===== src/rtl/snoop_line_pkg.sv =====
package snoop_line_pkg;
  typedef enum logic [1:0] {ST_I = 2'd0, ST_E = 2'd1, ST_S = 2'd2, ST_M = 2'd3} line_st_e;
  typedef enum logic [1:0] {CMD_NONE = 2'd0, CMD_RD = 2'd1, CMD_WR = 2'd2, CMD_INV = 2'd3} bus_cmd_e;
  typedef enum logic [1:0] {F_IDLE = 2'd0, F_WAIT_GNT = 2'd1, F_WAIT_FILL = 2'd2} miss_st_e;

  function automatic line_st_e snoop_next(input line_st_e cur, input bus_cmd_e cmd);
    if (cmd == CMD_RD) return (cur == ST_I) ? ST_I : ST_S;
    if (cmd == CMD_WR || cmd == CMD_INV) return ST_I;
    return cur;
  endfunction
endpackage


===== src/rtl/snoop_line_array.sv =====
module snoop_line_array
  import snoop_line_pkg::*;
#(
  parameter int LINES = 4,
  parameter int IDX_W = 2,
  parameter int TAG_W = 6
) (
  input  logic             clk_i,
  input  logic             rst_ni,
  input  logic [IDX_W-1:0] cpu_idx_i,
  output line_st_e         cpu_st_o,
  output logic [TAG_W-1:0] cpu_tag_o,
  input  logic [IDX_W-1:0] snp_idx_i,
  output line_st_e         snp_st_o,
  output logic [TAG_W-1:0] snp_tag_o,
  input  logic             snp_we_i,
  input  line_st_e         snp_st_i,
  input  logic             cpu_we_i,
  input  logic [TAG_W-1:0] cpu_tag_i,
  input  line_st_e         cpu_wst_i
);
  line_st_e         st_q  [LINES];
  logic [TAG_W-1:0] tag_q [LINES];

  for (genvar g = 0; g < LINES; g++) begin : g_line
    always_ff @(posedge clk_i or negedge rst_ni) begin
      if (!rst_ni) begin
        st_q[g]  <= ST_I;
        tag_q[g] <= '0;
      end else if (snp_we_i && snp_idx_i == IDX_W'(g)) begin
        st_q[g] <= snp_st_i;
      end else if (cpu_we_i && cpu_idx_i == IDX_W'(g)) begin
        st_q[g]  <= cpu_wst_i;
        tag_q[g] <= cpu_tag_i;
      end
    end
  end

  assign cpu_st_o  = st_q[cpu_idx_i];
  assign cpu_tag_o = tag_q[cpu_idx_i];
  assign snp_st_o  = st_q[snp_idx_i];
  assign snp_tag_o = tag_q[snp_idx_i];
endmodule


===== src/rtl/snoop_resp_unit.sv =====
module snoop_resp_unit
  import snoop_line_pkg::*;
#(
  parameter int TAG_W = 6
) (
  input  logic             snp_valid_i,
  input  bus_cmd_e         snp_cmd_i,
  input  logic [TAG_W-1:0] snp_tag_i,
  input  line_st_e         line_st_i,
  input  logic [TAG_W-1:0] line_tag_i,
  output logic             upd_we_o,
  output line_st_e         upd_st_o,
  output logic             shared_o,
  output logic             supply_o,
  output logic             wb_o
);
  logic hit;

  always_comb begin
    hit      = snp_valid_i && line_st_i != ST_I && line_tag_i == snp_tag_i;
    upd_we_o = hit && snp_cmd_i != CMD_NONE;
    upd_st_o = snoop_next(line_st_i, snp_cmd_i);
    shared_o = hit && snp_cmd_i == CMD_RD;
    // a dirty owner must hand its data to a foreign writer too
    supply_o = shared_o || (hit && snp_cmd_i == CMD_WR && line_st_i == ST_M);
    wb_o     = shared_o && line_st_i == ST_M;
  end
endmodule


===== src/rtl/snoop_miss_fsm.sv =====
module snoop_miss_fsm
  import snoop_line_pkg::*;
#(
  parameter int ADDR_W = 8,
  parameter int IDX_W  = 2,
  localparam int TAG_W = ADDR_W - IDX_W
) (
  input  logic              clk_i,
  input  logic              rst_ni,
  input  logic              cpu_req_i,
  input  logic              cpu_write_i,
  input  logic [ADDR_W-1:0] cpu_addr_i,
  output logic              cpu_ready_o,
  output logic              cpu_done_o,
  input  logic              snp_valid_i,
  input  bus_cmd_e          snp_cmd_i,
  input  logic [ADDR_W-1:0] snp_addr_i,
  output logic              bus_req_o,
  input  logic              bus_gnt_i,
  output bus_cmd_e          bus_cmd_o,
  output logic [ADDR_W-1:0] bus_addr_o,
  output logic              victim_wb_o,
  input  logic              bus_fill_i,
  input  logic              bus_shared_i,
  output logic [IDX_W-1:0]  look_idx_o,
  input  line_st_e          look_st_i,
  input  logic [TAG_W-1:0]  look_tag_i,
  output logic              wr_en_o,
  output logic [TAG_W-1:0]  wr_tag_o,
  output line_st_e          wr_st_o
);
  miss_st_e          st_q, st_d;
  logic [ADDR_W-1:0] pend_addr_q, pend_addr_d, cur_addr;
  logic              pend_wr_q, pend_wr_d, done_d, tag_hit, abort;

  always_comb begin
    cur_addr    = (st_q == F_IDLE) ? cpu_addr_i : pend_addr_q;
    look_idx_o  = cur_addr[IDX_W-1:0];
    wr_tag_o    = cur_addr[ADDR_W-1:IDX_W];
    tag_hit     = look_st_i != ST_I && look_tag_i == wr_tag_o;
    abort       = snp_valid_i && snp_cmd_i != CMD_NONE && snp_addr_i == pend_addr_q;
    cpu_ready_o = st_q == F_IDLE && !snp_valid_i;
    bus_req_o   = st_q == F_WAIT_GNT;
    bus_addr_o  = pend_addr_q;
    st_d        = st_q;
    pend_addr_d = pend_addr_q;
    pend_wr_d   = pend_wr_q;
    wr_en_o     = 1'b0;
    wr_st_o     = ST_I;
    done_d      = 1'b0;
    bus_cmd_o   = CMD_NONE;
    victim_wb_o = 1'b0;
    case (st_q)
      F_IDLE: if (cpu_req_i && cpu_ready_o) begin
        if (tag_hit && !cpu_write_i) begin
          done_d = 1'b1;
        end else if (tag_hit && look_st_i != ST_S) begin
          wr_en_o = 1'b1;
          wr_st_o = ST_M;
          done_d  = 1'b1;
        end else begin
          pend_addr_d = cpu_addr_i;
          pend_wr_d   = cpu_write_i;
          st_d        = F_WAIT_GNT;
        end
      end
      F_WAIT_GNT: if (bus_gnt_i) begin
        // command chosen at grant: a snoop may have invalidated a Shared copy meanwhile
        if (tag_hit && pend_wr_q) begin
          bus_cmd_o = CMD_INV;
          wr_en_o   = 1'b1;
          wr_st_o   = ST_M;
          done_d    = 1'b1;
          st_d      = F_IDLE;
        end else begin
          bus_cmd_o   = pend_wr_q ? CMD_WR : CMD_RD;
          victim_wb_o = look_st_i == ST_M;
          wr_en_o     = 1'b1;
          wr_st_o     = ST_I;
          st_d        = F_WAIT_FILL;
        end
      end
      F_WAIT_FILL: begin
        if (abort) begin
          st_d = F_WAIT_GNT;
        end else if (bus_fill_i) begin
          wr_en_o = 1'b1;
          wr_st_o = pend_wr_q ? ST_M : (bus_shared_i ? ST_S : ST_E);
          done_d  = 1'b1;
          st_d    = F_IDLE;
        end
      end
      default: st_d = F_IDLE;
    endcase
  end

  always_ff @(posedge clk_i or negedge rst_ni) begin
    if (!rst_ni) begin
      st_q        <= F_IDLE;
      pend_addr_q <= '0;
      pend_wr_q   <= 1'b0;
      cpu_done_o  <= 1'b0;
    end else begin
      st_q        <= st_d;
      pend_addr_q <= pend_addr_d;
      pend_wr_q   <= pend_wr_d;
      cpu_done_o  <= done_d;
    end
  end
endmodule


===== src/rtl/snoop_line_ctrl.sv =====
module snoop_line_ctrl
  import snoop_line_pkg::*;
#(
  parameter int ADDR_W = 8,
  parameter int LINES  = 4
) (
  input  logic              clk_i,
  input  logic              rst_ni,
  input  logic              cpu_req_i,
  input  logic              cpu_write_i,
  input  logic [ADDR_W-1:0] cpu_addr_i,
  output logic              cpu_ready_o,
  output logic              cpu_done_o,
  output logic              bus_req_o,
  input  logic              bus_gnt_i,
  output logic [1:0]        bus_cmd_o,
  output logic [ADDR_W-1:0] bus_addr_o,
  output logic              victim_wb_o,
  input  logic              bus_fill_i,
  input  logic              bus_shared_i,
  input  logic              snp_valid_i,
  input  logic [1:0]        snp_cmd_i,
  input  logic [ADDR_W-1:0] snp_addr_i,
  output logic              snp_shared_o,
  output logic              snp_supply_o,
  output logic              snp_wb_o
);
  localparam int IDX_W = $clog2(LINES);
  localparam int TAG_W = ADDR_W - IDX_W;

  bus_cmd_e         snp_cmd, cmd;
  line_st_e         look_st, snp_line_st, upd_st, wr_st;
  logic [TAG_W-1:0] look_tag, snp_line_tag, wr_tag;
  logic [IDX_W-1:0] look_idx;
  logic             upd_we, wr_en;

  assign snp_cmd   = bus_cmd_e'(snp_cmd_i);
  assign bus_cmd_o = cmd;

  snoop_line_array #(.LINES(LINES), .IDX_W(IDX_W), .TAG_W(TAG_W)) i_array (
    .clk_i, .rst_ni,
    .cpu_idx_i (look_idx),
    .cpu_st_o  (look_st),
    .cpu_tag_o (look_tag),
    .snp_idx_i (snp_addr_i[IDX_W-1:0]),
    .snp_st_o  (snp_line_st),
    .snp_tag_o (snp_line_tag),
    .snp_we_i  (upd_we),
    .snp_st_i  (upd_st),
    .cpu_we_i  (wr_en),
    .cpu_tag_i (wr_tag),
    .cpu_wst_i (wr_st)
  );

  snoop_resp_unit #(.TAG_W(TAG_W)) i_resp (
    .snp_valid_i,
    .snp_cmd_i  (snp_cmd),
    .snp_tag_i  (snp_addr_i[ADDR_W-1:IDX_W]),
    .line_st_i  (snp_line_st),
    .line_tag_i (snp_line_tag),
    .upd_we_o   (upd_we),
    .upd_st_o   (upd_st),
    .shared_o   (snp_shared_o),
    .supply_o   (snp_supply_o),
    .wb_o       (snp_wb_o)
  );

  snoop_miss_fsm #(.ADDR_W(ADDR_W), .IDX_W(IDX_W)) i_fsm (
    .clk_i, .rst_ni,
    .cpu_req_i, .cpu_write_i, .cpu_addr_i, .cpu_ready_o, .cpu_done_o,
    .snp_valid_i,
    .snp_cmd_i  (snp_cmd),
    .snp_addr_i,
    .bus_req_o, .bus_gnt_i,
    .bus_cmd_o  (cmd),
    .bus_addr_o, .victim_wb_o, .bus_fill_i, .bus_shared_i,
    .look_idx_o (look_idx),
    .look_st_i  (look_st),
    .look_tag_i (look_tag),
    .wr_en_o    (wr_en),
    .wr_tag_o   (wr_tag),
    .wr_st_o    (wr_st)
  );
endmodule


===== config.mk =====
export PLATFORM = sky130hd
export DESIGN_NAME = snoop_line_ctrl
export DESIGN_NICKNAME = d
export VERILOG_FILES = /design/src/rtl/snoop_line_pkg.sv /design/src/rtl/snoop_line_array.sv /design/src/rtl/snoop_resp_unit.sv /design/src/rtl/snoop_miss_fsm.sv /design/src/rtl/snoop_line_ctrl.sv
export SDC_FILE = /design/constraint.sdc
export NUM_CORES = 1
export LEC_CHECK = 0
export ABC_CLOCK_PERIOD_IN_PS = 9500
export BUFFER_PORTS_ARGS = -buffer_cell sky130_fd_sc_hd__buf_2
export CAP_MARGIN = 30
export CORE_UTILIZATION = 40
export DETAILED_ROUTE_END_ITERATION = 10
export PLACE_DENSITY = 0.6
export SYNTH_ARGS = -nofsm -noshare
export SYNTH_HDL_FRONTEND = slang
export SYNTH_HIERARCHICAL = 1
export SYNTH_SLANG_ARGS = --single-unit

===== constraint.sdc =====
create_clock -name clk_i -period 9.5 [get_ports clk_i]
set_clock_uncertainty 0.05 [all_clocks]
set_input_delay 1.9 -clock clk_i [delete_from_list [all_inputs] [get_ports clk_i]]
set_output_delay 1.9 -clock clk_i [all_outputs]
set_load 0.03 [all_outputs]

# Yosys cells after proc, flatten, opt, wreduce, memory -nomap -nowiden
# Cells that the tools add are included.
dict set report totals {
  ff_bits 44
  latch_bits 0
  ram_bits 0
  rom_bits 0
  inputBits 26
  output_inout_bits 17
  elab_cells 154
  memories 0
}
dict set report classes {
  add_sub_neg 0
  n_mul 0
  n_div 0
  order_cmp 2
  n_eq_ne 22
  shift 0
  muxes 66
  bitwise 8
  reduce_logical 44
}
# operator n
set op_table {}
lappend op_table {{2-bit two-way mux} 37}
lappend op_table {{6-bit binary-select mux with 2-bit select} 2}
lappend op_table {{6-bit two-way mux} 4}
lappend op_table {{1-bit logical AND} 23}
lappend op_table {{2-bit == test, second input constant} 9}
lappend op_table {{1-bit two-way mux} 16}
lappend op_table {{2-bit nonzero test} 7}
lappend op_table {{6-bit == test} 2}
lappend op_table {{2-bit case mux with 3 select lines} 2}
lappend op_table {{2-bit binary-select mux with 2-bit select} 2}
lappend op_table {{2-bit by 1-bit == test with 1-bit output, second input constant} 4}
lappend op_table {{8-bit == test} 1}
lappend op_table {{2-bit logical NOT} 4}
lappend op_table {{8-bit two-way mux} 1}
lappend op_table {{2-bit != test, second input constant} 4}
lappend op_table {{2-bit AND reduction} 4}
lappend op_table {{3-bit greater-or-equal comparator, second input constant} 2}
lappend op_table {{1-bit inverter} 6}
lappend op_table {{2-bit inverter with 3-bit output} 2}
lappend op_table {{1-bit case mux with 3 select lines} 2}
lappend op_table {{5-bit AND reduction} 1}
lappend op_table {{4-bit AND reduction} 1}
lappend op_table {{3-bit by 2-bit != test with 1-bit output, second input constant} 1}
lappend op_table {{1-bit logical NOT} 2}
lappend op_table {{2 further kinds} 3}

# Logic depth before layout (Yosys ltp)
# Gate-level depths: netlist of the first run.
dict set report logic_depth {
  depth_word 16
  mapped_depth 15
}

# Cells and area by module
# Netlist of the first run, hierarchy kept.
# module n_inst cells_each area_each_um2 seq_area_each_um2
set modules_own_cells {}
lappend modules_own_cells {snoop_line_array 1 115 1767.9 800.8}
lappend modules_own_cells {snoop_miss_fsm 1 117 1078.5 300.3}
lappend modules_own_cells {snoop_resp_unit 1 20 147.6 0.0}

# Worst setup path before layout of the first run
# Ideal clock, no wire load.
dict set report synth_timing {
  path_type {input-to-output}
  from {input port cpu_addr_i[0]}
  to {output port bus_cmd_o[0]}
  t_arrival_ps 4058
  required_ps 7550
  slack_ps 3492
  path_stages 9
  path_cell_list {nand2_1 > nand2_1 > buf_6 > mux4_2 > xnor2_1 > nand3_2 > a32oi_2 > o2111ai_1 > a21oi_1}
}
dict set report synth_between {
  elab_chain_cells 11
}
# item line
set synth_lines {}
lappend synth_lines {{from (decl)} snoop_line_ctrl.sv:11} ;# input logic [ADDR_W-1:0] cpu_addr_i,
lappend synth_lines {{8-bit two-way mux} snoop_miss_fsm.sv:37} ;# cur_addr = (st_q == F_IDLE) ? cpu_addr_i : pend_addr_q;
lappend synth_lines {{named net look_idx[0]} snoop_line_ctrl.sv:34} ;# logic [IDX_W-1:0] look_idx;
lappend synth_lines {{2-bit inverter with 3-bit output (implied by the code)} snoop_line_array.sv:40} ;# assign cpu_tag_o = tag_q[cpu_idx_i];
lappend synth_lines {{6-bit binary-select mux with 2-bit select} snoop_line_array.sv:40}
lappend synth_lines {{6-bit two-way mux (implied by the code) (2 in a row)} snoop_line_array.sv:40}
lappend synth_lines {{named net look_tag[0]} snoop_line_ctrl.sv:33} ;# logic [TAG_W-1:0] look_tag, snp_line_tag, wr_tag;
lappend synth_lines {{6-bit == test} snoop_miss_fsm.sv:40} ;# tag_hit = look_st_i != ST_I && look_tag_i == wr_tag_o;
lappend synth_lines {{1-bit logical AND} snoop_miss_fsm.sv:40}
lappend synth_lines {{1-bit logical AND} snoop_miss_fsm.sv:69} ;# if (tag_hit && pend_wr_q) begin
lappend synth_lines {{2-bit two-way mux} snoop_miss_fsm.sv:69}
lappend synth_lines {{2-bit two-way mux} snoop_miss_fsm.sv:67} ;# F_WAIT_GNT: if (bus_gnt_i) begin
lappend synth_lines {{2-bit two-way mux} snoop_miss_fsm.sv:53} ;# case (st_q)
lappend synth_lines {{to (decl)} snoop_line_ctrl.sv:16} ;# output logic [1:0] bus_cmd_o,
# The timed path passes the listed nets, and every way through them passes these cells. The select of a mux whose other input is x is not followed.

# Final worst setup path of the first run
dict set report layout_timing {
  from {input port cpu_addr_i[0]}
  to {output port victim_wb_o}
}
dict set report layout_between {
  elab_chain_cells 11
}
# item line
set layout_lines {}
lappend layout_lines {{8-bit two-way mux} snoop_miss_fsm.sv:37}
lappend layout_lines {{named net look_idx[0]} snoop_line_ctrl.sv:34}
lappend layout_lines {{2-bit inverter with 3-bit output (implied by the code)} snoop_line_array.sv:40}
lappend layout_lines {{6-bit binary-select mux with 2-bit select} snoop_line_array.sv:40}
lappend layout_lines {{6-bit two-way mux (implied by the code) (2 in a row)} snoop_line_array.sv:40}
lappend layout_lines {{named net look_tag[0]} snoop_line_ctrl.sv:33}
lappend layout_lines {{6-bit == test} snoop_miss_fsm.sv:40}
lappend layout_lines {{1-bit logical AND} snoop_miss_fsm.sv:40}
lappend layout_lines {{1-bit logical AND} snoop_miss_fsm.sv:69}
lappend layout_lines {{1-bit two-way mux} snoop_miss_fsm.sv:69}
lappend layout_lines {{1-bit two-way mux} snoop_miss_fsm.sv:67}
lappend layout_lines {{1-bit two-way mux} snoop_miss_fsm.sv:53}
lappend layout_lines {{to (decl)} snoop_line_ctrl.sv:18} ;# output logic victim_wb_o,
# The timed path passes the listed nets, and every way through them passes these cells. The select of a mux whose other input is x is not followed.

==> summary.md, run 1 <==
| Metric | Value |
|---|---|
| Period minus WS final | 6.666 ns |
| Placed cell count | 385 |
| GP Congestion | 0.8204 |
| Core ar. | 7253 um^2 |
| DR pass1 iterations | 4 |
| Status | finished, final reports clean |
| Root Driver | clkbuf_8 |
| Post-synthesis cell area | 2994 um^2 |
| Worst-Margin Slew | 0.7297 ns |
| Gate power share | 49.6% |
| CP Max Fanout | 12 |
| IO Pins | 43 |
| Power Internal | 0.0005830 W |
| Multi-input gate area | 1795 um^2 |
| Die height | 88.52 um |
| Top FF cell, synth | dfrtp_1 |
| # nets final | 319 |
| Worst setup SP type | input pin |
| Pre-CTS setup slack | 2.882 ns |
| Final setup viols | 0 |
| Largest net degree at the start of global routing | 31 |
| GRT Util Overall | 19.55% |
| Fmax | 150.0 MHz |
| WHS Endpoint | i_array/tag_q[20] |
| Area growth syn-to-layout | 13.37% |
| Clock share of power | 15.8% |
| H-tree Lvls | 2 |
| Final worst slack | 2.834 ns |
| Area after DPL | 3273 um^2 |
| CP Launch Point | cpu_addr_i[0] |
| Hold Buf Count CTS | 0 |
| Post-layout util | 46.80% |
| Max Root-Sink Buffers | 2 |
| Hold wc startpoint | i_array/tag_q[20] |
| Fillers | 682 |
| Via count | 2188 |
| Sequential power share | 34.6% |
| Layout cell share with drive strength beyond 1 | 37.07% |
| Warnings from Yosys | 6 |
| CTS Sinks | 44 |
| Maxcap violations | 0 |
| Setup TNS | 0 ns |
| Drt wl/cell | 17.81 um |
| Post-Syn Area per Cell | 11.88 um^2 |
| Starting density of the core | 41.28% |
| WHS Path Cells | 1 |
| R2R depth | 12 |
| # rows | 31 |
| Net Sw Power | 0.0003874 W |
| Congestion Overflow GR | 0 |
| CP Capture Type | output port |
| First-pass GRT wire length | 11560 um |
| Switching share of total power | 39.92% |
| Die ar. | 7835 um^2 |
| Worst min-delay path category | reg -> reg |
| Period utilization | 70.17% |
| Drt drc | 0 |
| CTS resizes | 0 |
| Worst-Skew Late Latency | 0.30 ns |
| Post-synthesis sequential area ratio | 36.77% |
| DR iter-0 viols | 129 |
| Post-synth cell types | 53 |
| Via-per-instance ratio | 5.567 |
| Vias in the first global route | 2157 |
| Static Leak | 1.494 nW |
| FF+latch area | 1101 um^2 |
| CTS tree | done |
| R2R Path End | i_array/tag_q[10] |
| CP arrival | 4.72 ns |
| RSZ-0062 raised after global routing | no |
| VDD IR max | 85.58 uV |
| CP Data Required Time | 7.55 ns |
| Post-synth EDFFs | 0 |
| Post-CTS Repair Setup Buffers | 0 |
| Die width | 88.52 um |
| Reg clk slew, reported paths | 0.08 ns |
| Initial antenna violation count | 0 |
| Reg2Reg Launch Point | i_fsm/st_q[1] |
| Async S/R FF share, synth | 100.0% |
| Final-report max-slew violation count | 0 |
| WL final | 7001 um |
| Max_slew headroom | 51.23% |
| CP Class | in -> out |
| Number of synthesized register bits | 44 |
| Gate Count Post-Synth | 252 |
| Dpl hpwl | 5411 um |
| Syn Nets | 278 |
| Reg2reg setup slack | 4.46 ns |
| Buffers added on ports | 42 |
| Finished Cell Area | 3395 um^2 |
| N_diodes | 0 |
| CTS buffer count | 5 |
| Non-Filler Instances | 393 |
| Final ANT Viol Nets | 0 |
| Final Hold Viols | 0 |
| Power per cell area | 285.9 nW/um^2 |
-- cells in the mapped netlist, drive strengths merged (2+ instances only) --
cell type	n	area share, %
o32ai	2	0.59
nor4	2	0.63
mux2i	9	3.0
nand3	8	1.8
or2b	2	0.50
nor2	16	2.1
o21ai	7	1.2
mux2	33	14
xnor2	10	3.6
a21oi	13	2.2
nor3b	3	1.1
a31oi	3	1.1
and2	2	0.46
nand2	22	3.0
buf	9	2.5
nand2b	2	0.42
nor2b	5	1.0
xor2	11	3.2
inv	6	0.75
nand3b	5	1.3
dfrtp	44	37
nor3	3	0.50
nand4b	3	0.88
mux4	16	13
-- critical path, stage by stage --
cell and delay (ns):
buf_2 0.09, nand2_1 0.04, nand2_1 0.56, mux4_2 0.64, xnor2_1 0.27, nand3_2 0.11, a32oi_2 0.42, nand3_2 0.21
o2111a_1 0.28, buf_2 0.17
-- final cells by class --
cell class	instances	share of cell area, %
Inverter	6	0.6635
Timing Repair Buffer	43	6.782
Sequential cell	44	32.44
Clock buffer	6	2.433
Clock inverter	2	1.143
Tap cell	99	3.649
Multi-Input combinational cell	193	52.89
-- registers in the layout (all words and copies together), names as in the netlist --
name	count
i_array/st_q	8
i_fsm/pend_wr_q	1
i_fsm/st_q	2
i_array/tag_q	24
i_fsm/cpu_done_o	1
i_fsm/bus_addr_o	8
-- worst max path at each step --
stage | to | slack, ns | cells past startpoint
CTS | victim_wb_o | 2.86 | 10
finish | victim_wb_o | 2.83 | 10
global route | victim_wb_o | 2.61 | 10
detailed placement | victim_wb_o | 2.88 | 10
floorplan | bus_cmd_o[0] | 3.49 | 9
global placement | victim_wb_o | 2.94 | 10
-- metal layers --
layer | routed length [um] | track usage (%) | up-vias
met5 | 0 | 0 | -
met4 | 48 | 4.399 | 0
met1 | 3374 | 27.32 | 1097
met3 | 248 | 2.519 | 4
li1 | - | - | 1025
met2 | 3330 | 32.52 | 62
-- cell families after synthesis --
family / share of synthesized area, %
AOI/OAI and AO/OA: 8.651
xor gates and xnor gates: 6.770
buffers and inverters: 3.259
DFF: 36.77
muxes: 29.34
and+or+nand+nor: 15.21
-- through the flow --
stage | hold WS (ns) | power (W)
floorplan | 0.4394 | 0.0007092
CTS | 0.4836 | 0.0009766
global route | 0.5085 | 0.001037
finish | 0.4817 | 0.0009705
global placement | 0.4543 | 0.0008079
detailed placement | 0.4643 | 0.0008182
-- cell usage in the layout (no fill, tap or decap), types with 2 or more instances in the layout --
cell type / netlist / layout
dfrtp_1: 44 / 44
buf_2: 3 / 42
mux2_2: 24 / 24
nand2_1: 21 / 21
nor2_1: 15 / 15
a21oi_1: 13 / 13
xor2_1: 11 / 11
mux4_2: 10 / 10
mux2i_1: 9 / 9
mux2_4: 9 / 9
xnor2_1: 9 / 9
clkbuf_8: 0 / 6
mux4_1: 6 / 6
inv_1: 6 / 6
o21ai_0: 6 / 6
nand3b_1: 5 / 5
nor2b_1: 5 / 5
nand3_1: 5 / 5
nand3_2: 3 / 3
nand4b_1: 3 / 3
nor3_1: 3 / 3
nand2b_1: 2 / 2
or2b_1: 2 / 2
a31oi_1: 2 / 2
nor3b_1: 2 / 2
o32ai_1: 2 / 2
-- power by group through the flow --
stage / Sequential, W / Combinational, W / Clock [W]
floorplan: 0.000342 / 0.000367 / 0
global placement: 0.000338 / 0.000470 / 0
detailed placement: 0.000339 / 0.000479 / 0
CTS: 0.000335 / 0.000481 / 0.000161
global route: 0.000350 / 0.000519 / 0.000167
finish: 0.000336 / 0.000481 / 0.000153
(Power assumes the default switching activity.)
==> run 2: changes to the inputs <==
- ABC_AREA: default -> 1
- ABC_CLOCK_PERIOD_IN_PS: 9500 -> 6200
- clock period: 9.5 -> 6.2 ns (I/O delays scaled with it)
==> run 2 against run 1 <==
Final cell count grew 65%; cell area grew 7.5%; synthesized area grew 8.4%; sequential cell count is the same; via count grew 51%; first-iteration DRC count grew 38%; critical path depth grew 5; total power grew 70%; synthesized cell count grew 100%; global-route usage grew 3.9 points; sequential share of layout area shrank 2.3 points; critical path type unchanged.
==> summary.md, run 2 <==
| Metric | Value |
|---|---|
| Starting density of the core | 41.59% (+0.31 points) |
| Top sig layer | met4 |
| CP arrival | 3.23 ns (-1.49 ns) |
| Yosys top cell area share | 33.91% (-2.9 points) |
| VDD IR max | 191.3 uV (+120%) |
| DR pass1 iterations | 4 (unchanged) |
| IO Pins | 43 (unchanged) |
| Switching share of total power | 51.08% (+11 points) |
| Worst min-delay path category | reg -> reg |
| Delay-heaviest family, CP | simple AND/OR/NAND/NOR gates |
| Area leader, netlist | dfrtp_1 |
| Critical path depth in cells | 15 (+5) |
| Buffers added on ports | 42 (unchanged) |
| CP Max Fanout | 6 (-6) |
| Via-per-instance ratio | 5.080 (-8.8%) |
| Congestion Overflow GR | 0 (unchanged) |
| Final ANT Viol Nets | 0 (unchanged) |
| Die height | 92.10 um (+4.0%) |
| Final setup viols | 0 (unchanged) |
| Dpl hpwl | 7534 um (+39%) |
| Hold Buf Count CTS | 0 (unchanged) |
| Vias in the first global route | 3084 (+43%) |
| GP Congestion | 0.9186 (+12%) |
| Post-synth cell types | 28 (-47%) |
| Non-Filler Instances | 649 (+65%) |
| Largest net degree at the start of global routing | 24 (-23%) |
| Most frequent cells in the layout | 187 x nand2_1, 72 x nand3_1, 64 x inv_1 |
| Final Hold Viols | 0 (unchanged) |
| M1 WL | 4451 um (+32%) |
| Initial antenna violation count | 0 (unchanged) |
| CP Class | in -> out |
| Gate power share | 53.9% (+4.3 points) |
| Root Driver | clkbuf_8 |
| CTS resizes | 0 (unchanged) |
| Net Sw Power | 0.0008415 W (+120%) |
| CTS Sinks | 44 (unchanged) |
| Most common cell after layout, fill and taps aside | nand2_1 |
| Post-CTS Repair Setup Buffers | 0 (unchanged) |
| H-tree Lvls | 2 (unchanged) |
| Post-Syn Area per Cell | 6.455 um^2 (-46%) |
| Placed cell count | 641 (+66%) |
| Power per cell area | 451.4 nW/um^2 (+58%) |
| Post-synthesis sequential area ratio | 33.91% (-2.9 points) |
| Final-report max-slew violation count | 0 (unchanged) |
| Die ar. | 8481 um^2 (+8.3%) |
| Via count | 3297 (+51%) |
| # nets final | 572 (+79%) |
| Area growth syn-to-layout | 12.41% |
| Core ar. | 7807 um^2 (+7.6%) |
| Cell with the most instances after synthesis | nand2_1 |
| Largest register FFs | 24 (unchanged) |
| Largest Register | i_array/tag_q |
| # rows | 32 (+3.2%) |
| Warnings from Yosys | 6 (unchanged) |
| CP Data Required Time | 4.91 ns (-2.64 ns) |
| Fmax | 221.2 MHz |
| WL final | 9383 um (+34%) |
| First-pass GRT wire length | 15240 um (+32%) |
| Die width | 92.10 um (+4.0%) |
| DR iter-0 viols | 178 (+38%) |
| CTS buffer count | 5 (unchanged) |
| Layout cell share with drive strength beyond 1 | 16.27% (-21 points) |
| Area contributors post-synth | dfrtp_1 34%, nand2_1 22%, nand3_1 11% |
| Max_slew headroom | 43.81% (-7.4 points) |
| Post-synthesis cell area | 3247 um^2 (+8.4%) |
| Reg clk slew, reported paths | 0.09 ns (about the same) |
| Drt wl/cell | 14.46 um (-19%) |
| RSZ-0062 raised after global routing | no |
| Fillers | 852 (+25%) |
| Top FF cell, synth | dfrtp_1 |
| Post-synth EDFFs | 0 (unchanged) |
| Crit-path cells | buf_2, nand2_1, o21ai_0, inv_1, nand2_1, inv_1, nand2_1, nand4_1, nand3b_1, nand2_1, nand2_2, nor2_4, nand3_1, a21oi_1, buf_2 |
| Syn Nets | 529 (+90%) |
| Drt drc | 0 (unchanged) |
| Gate Count Post-Synth | 503 (+100%) |
| R2R depth | 20 (+8) |
| Period utilization | 72.91% |
| Number of synthesized register bits | 44 (unchanged) |
| CP Capture Type | output port |
| Worst-Skew Late Latency | 0.30 ns (about the same) |
| Max Root-Sink Buffers | 2 (unchanged) |
| Bufs and invs on worst path | 4 (+2) |
| Most common library cells after synthesis | 187 x nand2_1, 72 x nand3_1, 64 x inv_1, 44 x dfrtp_1, 34 x nor2_1 |
| N_diodes | 0 (unchanged) |
| Setup TNS | 0 ns (unchanged) |
| WL met3 | 361 um (+46%) |
| Sequential power share | 31.6% (-3.0 points) |
| CTS tree | done |
| Period minus WS final | 4.520 ns |
| Met2 WL post-DR | 4408 um (+32%) |
| Worst-Margin Slew | 0.8364 ns (+0.1067 ns) |
| Most used cell, CP | nand2_1 |
| Max stage delay on crit path | 0.28 ns (-0.36 ns) |
| Worst setup SP type | input pin |
| Clock share of power | 14.5% (-1.3 points) |
| Status | finished, final reports clean |
| WHS Path Cells | 2 (+1) |
| GRT Util Overall | 23.44% (+3.9 points) |
| Async S/R FF share, synth | 100.0% (unchanged) |
| Power Internal | 0.0008060 W (+38%) |
| Critical-path top delay cell | o21ai_0 |
| Static Leak | 2.013 nW (+35%) |
| Maxcap violations | 0 (unchanged) |
==> run 2: cell types whose count changed after synthesis, moves of 6 or more <==
cell / before / now
a21oi_1: 13 / 20
inv_1: 6 / 64
mux2_2: 24 / 0
mux2_4: 9 / 0
mux2i_1: 9 / 0
mux4_1: 6 / 0
mux4_2: 10 / 0
nand2_1: 21 / 187
nand2_2: 0 / 7
nand3_1: 5 / 72
nand4_1: 1 / 12
nor2_1: 15 / 34
o21ai_2: 0 / 9
xor2_1: 11 / 0
==> run 2: cell type report <==
type                    count  area, um^2  area share, %
multi-input cells         382        1798          49.26
flip-flops and latches     44        1101          30.17
inverters                  70       264.0          7.233
repair buffers             43       237.7          6.514
well taps                 102       127.6          3.497
clock buffers               6       82.58          2.263
clock inverters             2       38.79          1.063
==> run 2: worst paths after layout <==
| path | startpoint | to | slack (ns) |
|---|---|---|---|
| min reg2reg | i_array/tag_q[13] | i_array/tag_q[13] | 0.43 |
| max reg2reg | i_fsm/st_q[1] | i_array/tag_q[11] | 2.33 |
| max in group asynchronous | rst_ni | i_array/tag_q[7] | 4.71 |
| min in group asynchronous | rst_ni | i_array/st_q[2] | 0.88 |
| max | cpu_addr_i[1] | bus_cmd_o[0] | 1.68 |
| min | i_array/tag_q[13] | i_array/tag_q[13] | 0.43 |
==> run 2: cells by family (layout without fill, tap and decap cells) <==
family	Yosys count	in the layout	synth area share [%]
simple gates	337	337	46.67
compound gates	40	40	7.361
buf+inv	77	121	10.71
flops	44	44	33.91
xor+xnor	5	5	1.349
==> run 2: metrics by stage <==
| step | hold WS (ns) | utilization, % | instance area (um^2) | setup WS (ns) | total power (W) |
|---|---|---|---|---|---|
| floorplan | 0.3919 | - | 3247 | 1.951 | 0.001174 |
| global placement | 0.4058 | 44.84 | 3501 | 1.699 | 0.001398 |
| detailed placement | 0.4103 | 45.19 | 3528 | 1.681 | 0.001411 |
| CTS | 0.4321 | 46.75 | 3650 | 1.665 | 0.001654 |
| global route | 0.4534 | 46.75 | 3650 | 1.366 | 0.001796 |
| finish | 0.4266 | 46.75 | 3650 | 1.680 | 0.001648 |
==> run 2: routing by layer <==
| layer | up-vias | GRT usage, % |
|---|---|---|
| met5 | - | 0 |
| met2 | 73 | 38.56 |
| met4 | 0 | 6.120 |
| met1 | 1531 | 32.20 |
| li1 | 1680 | - |
| met3 | 13 | 3.400 |
==> run 2: power groups by stage <==
stage / combinational (W) / clock (W) / sequential, W
floorplan: 0.000640 / 0 / 0.000534
global placement: 0.000871 / 0 / 0.000526
detailed placement: 0.000888 / 0 / 0.000523
CTS: 0.000889 / 0.000246 / 0.000519
global route: 0.00101 / 0.000256 / 0.000533
finish: 0.000887 / 0.000240 / 0.000521
==> run 2: tightest hold or removal path, cell delays in order, from the launching register on <==
cell and delay [ns]:
dfrtp_1 0.35, nand2_1 0.05, nand2_1 0.05
